`config.mk`:
```
export PLATFORM = sky130hd
export DESIGN_NAME = irq_status_mask
export DESIGN_NICKNAME = d
export VERILOG_FILES = /design/src/rtl/ism_pkg.sv /design/src/rtl/ism_decode.sv /design/src/rtl/ism_status.sv /design/src/rtl/ism_mask.sv /design/src/rtl/ism_line.sv /design/src/rtl/irq_status_mask.sv
export SDC_FILE = /design/constraint.sdc
export NUM_CORES = 1
export LEC_CHECK = 0
export BUFFER_PORTS_ARGS = -buffer_cell sky130_fd_sc_hd__buf_2
export CAP_MARGIN = 20
export CORE_MARGIN = 2
export CORE_UTILIZATION = 27
export CTS_CLUSTER_DIAMETER = 150
export DETAILED_ROUTE_END_ITERATION = 8
export PLACE_DENSITY = 0.87
export SLEW_MARGIN = 30
export SYNTH_ARGS = -nofsm -noshare
export SYNTH_HDL_FRONTEND = slang
export SYNTH_SLANG_ARGS = --single-unit
```
`constraint.sdc`:
```
create_clock -name clk -period 1.6 [get_ports clk]
set_input_delay 0.16 -clock clk [delete_from_list [all_inputs] [get_ports clk]]
set_output_delay 0.16 -clock clk [all_outputs]
set_load 0.1 [all_outputs]
```
`src/rtl/ism_pkg.sv`:
```
package ism_pkg;

    localparam int REG_W = 32;

    // Byte offsets of the register group (software contract)
    localparam logic [7:0] OFS_STAT    = 8'h00;
    localparam logic [7:0] OFS_MASK    = 8'h04;
    localparam logic [7:0] OFS_UNMASK  = 8'h08;
    localparam logic [7:0] OFS_MASKSET = 8'h0C;

    typedef enum logic [2:0] {
        REG_NONE,
        REG_STAT,
        REG_MASK,
        REG_UNMASK,
        REG_MASKSET
    } reg_id_t;

    typedef struct packed {
        logic stat_clr;
        logic mask_clr;
        logic mask_set;
    } wr_strobe_t;

    typedef enum logic {
        LINE_QUIET,
        LINE_RAISED
    } line_state_t;

endpackage

```
`src/rtl/ism_decode.sv`:
```
module ism_decode
    import ism_pkg::*;
#(
    parameter int ADDR_W = 5
) (
    input  logic              wr_en,
    input  logic [ADDR_W-1:0] addr,
    output reg_id_t           reg_id,
    output wr_strobe_t        strb
);

    // Full-address match: anything else is unmapped
    always_comb begin
        reg_id = REG_NONE;
        if (addr == OFS_STAT[ADDR_W-1:0]) begin
            reg_id = REG_STAT;
        end else if (addr == OFS_MASK[ADDR_W-1:0]) begin
            reg_id = REG_MASK;
        end else if (addr == OFS_UNMASK[ADDR_W-1:0]) begin
            reg_id = REG_UNMASK;
        end else if (addr == OFS_MASKSET[ADDR_W-1:0]) begin
            reg_id = REG_MASKSET;
        end
    end

    // Mask register itself has no write strobe: direct writes are dropped
    always_comb begin
        strb = '0;
        if (wr_en) begin
            unique case (reg_id)
                REG_STAT:    strb.stat_clr = 1'b1;
                REG_UNMASK:  strb.mask_clr = 1'b1;
                REG_MASKSET: strb.mask_set = 1'b1;
                default:     strb = '0;
            endcase
        end
    end

endmodule

```
`src/rtl/ism_status.sv`:
```
module ism_status #(
    parameter int NSRC = 1
) (
    input  logic            clk,
    input  logic            rst_n,
    input  logic [NSRC-1:0] evt,
    input  logic            clr_stb,
    input  logic [NSRC-1:0] clr_bits,
    output logic [NSRC-1:0] stat_q
);

    for (genvar i = 0; i < NSRC; i++) begin : g_bit
        logic bit_q;

        // Event has priority over the write-one clear
        always_ff @(posedge clk or negedge rst_n) begin
            if (!rst_n) begin
                bit_q <= 1'b0;
            end else if (evt[i]) begin
                bit_q <= 1'b1;
            end else if (clr_stb && clr_bits[i]) begin
                bit_q <= 1'b0;
            end
        end

        assign stat_q[i] = bit_q;
    end

endmodule

```
`src/rtl/ism_mask.sv`:
```
module ism_mask #(
    parameter int NSRC = 1
) (
    input  logic            clk,
    input  logic            rst_n,
    input  logic            clr_stb,
    input  logic            set_stb,
    input  logic [NSRC-1:0] bits,
    output logic [NSRC-1:0] mask_q
);

    for (genvar i = 0; i < NSRC; i++) begin : g_bit
        logic bit_q;

        // Sources come out of reset masked
        always_ff @(posedge clk or negedge rst_n) begin
            if (!rst_n) begin
                bit_q <= 1'b1;
            end else if (set_stb && bits[i]) begin
                bit_q <= 1'b1;
            end else if (clr_stb && bits[i]) begin
                bit_q <= 1'b0;
            end
        end

        assign mask_q[i] = bit_q;
    end

endmodule

```
`src/rtl/ism_line.sv`:
```
module ism_line
    import ism_pkg::*;
#(
    parameter int NSRC = 1
) (
    input  logic            clk,
    input  logic            rst_n,
    input  logic [NSRC-1:0] stat,
    input  logic [NSRC-1:0] mask,
    output logic            irq_o
);

    line_state_t state_q, state_d;
    logic        pending;

    assign pending = |(stat & ~mask);

    always_ff @(posedge clk or negedge rst_n) begin
        if (!rst_n) begin
            state_q <= LINE_QUIET;
        end else begin
            state_q <= state_d;
        end
    end

    always_comb begin
        state_d = state_q;
        unique case (state_q)
            LINE_QUIET:  if (pending)  state_d = LINE_RAISED;
            LINE_RAISED: if (!pending) state_d = LINE_QUIET;
            default:     state_d = LINE_QUIET;
        endcase
    end

    always_comb begin
        irq_o = (state_q == LINE_RAISED);
    end

endmodule

```
`src/rtl/irq_status_mask.sv`:
```
module irq_status_mask
    import ism_pkg::*;
#(
    parameter int NSRC   = 1,
    parameter int ADDR_W = 5
) (
    input  logic              clk,
    input  logic              rst_n,
    input  logic              reg_wr_i,
    input  logic [ADDR_W-1:0] reg_addr_i,
    input  logic [31:0]       reg_wdata_i,
    output logic [31:0]       reg_rdata_o,
    input  logic [NSRC-1:0]   evt_i,
    output logic              irq_o
);

    reg_id_t         reg_id;
    wr_strobe_t      strb;
    logic [NSRC-1:0] stat_q;
    logic [NSRC-1:0] mask_q;
    logic            wdata_unused;

    assign wdata_unused = ^reg_wdata_i[REG_W-1:NSRC];

    ism_decode #(
        .ADDR_W (ADDR_W)
    ) u_decode (
        .wr_en  (reg_wr_i),
        .addr   (reg_addr_i),
        .reg_id (reg_id),
        .strb   (strb)
    );

    ism_status #(
        .NSRC (NSRC)
    ) u_status (
        .clk      (clk),
        .rst_n    (rst_n),
        .evt      (evt_i),
        .clr_stb  (strb.stat_clr),
        .clr_bits (reg_wdata_i[NSRC-1:0]),
        .stat_q   (stat_q)
    );

    ism_mask #(
        .NSRC (NSRC)
    ) u_mask (
        .clk     (clk),
        .rst_n   (rst_n),
        .clr_stb (strb.mask_clr),
        .set_stb (strb.mask_set),
        .bits    (reg_wdata_i[NSRC-1:0]),
        .mask_q  (mask_q)
    );

    ism_line #(
        .NSRC (NSRC)
    ) u_line (
        .clk   (clk),
        .rst_n (rst_n),
        .stat  (stat_q),
        .mask  (mask_q),
        .irq_o (irq_o)
    );

    // Read mux: strobe registers and unmapped offsets return zero
    always_comb begin
        reg_rdata_o = '0;
        unique case (reg_id)
            REG_STAT: reg_rdata_o[NSRC-1:0] = stat_q;
            REG_MASK: reg_rdata_o[NSRC-1:0] = mask_q;
            default:  reg_rdata_o = '0;
        endcase
    end

endmodule

```
==> metrics.cfg <==
[global_route]
grt_pass1_vias = 158
antenna_found_initial = 0
grtUsageTotal = 0.0524
grt_pass1_wl_um = 641
grt_start_max_net_pins = 4
overflow = 0

[critical_path]
cp-end-kind = output port
ff2ff_setup_slack_ps = 870
critPathArrivalTime_ps = 1160
crit_required_ps = 1440
cp-start-kind = register
r2r_cells = 1
cp_max_fo = 3
setup.worst_path.class = register to output port

[synth]
ys_ff_latch = 3
ys_types = 13
syn_inst = 46
yosysWarningCount = 0
syn_avg_cell_area_um2 = 8.49
synth.yosys.seq_area_share = 0.196
synth_area_um2 = 390

[floorplanning]
coreArea_um2 = 1330
dieWidth_um = 42.0
die-area_um2 = 1770
core.rowCount = 13
design.portCount = 74
start_util = 0.293
die_h_um = 42.0

[finish]
final.fill_count = 146
layout_common_cells = 31 x conb_1, 10 x buf_2, 3 x clkbuf_4
num_antenna_cells = 0
stdcell_count = 76
layout_commonest_cell = conb_1
final_nets = 103
syn_to_final_growth_pct = 3.21
drive_gt1_frac = 0.311

[place]
hpwl_um = 460
io_buffer_count = 11
routabilityCongestion = 0.652
place_ws_ps = 291
post-place-cells = 71

[timing]
post-route-period-util = 0.825
grt_setup_unrepaired = no
tns_ps = 0
fmax_mhz = 758
setup_viol = 0
layout_setup_ws_ps = 280
final_hold_viol_count = 0
period_minus_slack_ps = 1320
maxSlewViolCount = 0
clock_skew_ps = 3.04

[routing]
drt-total-wl_um = 523
first_pass_iters = 2
drc_errors = 0
drtIter0Drc = 1
postRouteAntennaNets = 0
viasPerCell = 3.21
vias = 244
avgRoutedWirePerCell_um = 6.88

[cts]
cts_max_level = 1
cts_tree = done
cts_buffers = 3
clk_latency_ps = 230
clk_pin_slew_ps = 40
cts_root_buffer = clkbuf_4
numClockSinks = 3
clockBufferDepth = 2

[min_path]
holdCritPathClass = input port to register
holdPathStages = 3

[flow_run]
drv_cap = 0

[power_and_ir_drop]
p_per_area_nw_per_um2 = 1560
power_leakage_nw = 0.219
vdd_drop_max_v = 0.000737

[run_status]
status = complete, no violations

==> routing by layer <==
metal,global-route usage,share of wire,vias up
met2,0.0625,0.47,22
met4,0.0188,0,0
met3,0.0603,0.17,0
met5,0,0,-
met1,0.0571,0.35,105
li1,-,-,117
==> state kept, by name, summed over array words and instances, names as in the netlist <==
signal and count:
u_line.irq_o 1, u_mask.mask_q 1, u_status.stat_q 1
==> report_power, final <==
group          switching [W]  leakage, nW   total, W  internal (W)
combinational       0.000376        0.175   0.000399     0.0000239
sequential        0.00000474       0.0297  0.0000947     0.0000900
clock              0.0000391       0.0150   0.000133     0.0000934
total               0.000419        0.219   0.000627      0.000207
==> area by class of cell <==
type / instances / area (µm²) / share of cell area
sequential: 3 / 76.3 / 0.189
multi-input combinational: 42 / 201 / 0.500
clock buffer: 4 / 26.3 / 0.0652
timing repair buffer: 12 / 80.1 / 0.199
tap: 15 / 18.8 / 0.0466
==> critical path: stages (launching register included) <==
cell	delay (ps)
dfstp_2	530
mux2i_1	100
nor2_4	120
buf_12	180
==> synth_stat cells (all sizes together) <==
cell type   n  area share
mux2        1       0.029
buf        31        0.60
nor2        3       0.029
nor2b       1       0.016
nor3        1       0.013
nand4       1       0.016
mux2i       1       0.026
nand2       1      0.0096
dfrtp       2        0.13
or4         1       0.029
dfstp       1       0.067
conb        1      0.0096
nor4        1       0.032
==> final timing paths <==
check / to / startpoint
min: u_status.stat_q$_DFFE_PN0P_ / evt_i
max reg2reg: u_mask.mask_q$_DFFE_PN1P_ / u_mask.mask_q$_DFFE_PN1P_
min in group asynchronous: u_line.irq_o$_DFF_PN0_ / rst_n
max: reg_rdata_o[0] / u_mask.mask_q$_DFFE_PN1P_
min reg2reg: u_status.stat_q$_DFFE_PN0P_ / u_status.stat_q$_DFFE_PN0P_
max in group asynchronous: u_mask.mask_q$_DFFE_PN1P_ / rst_n
==> through the flow <==
step	area [µm²]	utilization	power (W)	hold WS, ps
2_1_floorplan	510	-	0.000525	-136
3_3_place_gp	367	0.275	0.000490	-45.3
3_5_place_dp	367	0.275	0.000492	-42.3
4_1_cts	403	0.302	0.000633	192
5_1_grt	403	0.302	0.000656	180
6_report	403	0.302	0.000627	190
==> cells by family (layout without fill, tap and decap cells) <==
family,after synthesis,count (layout),share of synthesized area
buffers and inverters,31,16,0.596
flip-flops,3,3,0.196
multiplexers,2,2,0.0545
other,1,31,0.00961
AND/OR/NAND/NOR,9,9,0.144
==> what timing repair did <==
item,CTS,global route
setup buffers,0,0
gates resized for setup,0,0
hold buffers,1,0
endpoints found under the hold margin,3,0
No activity file was read; power rests on OpenSTA's default activity.
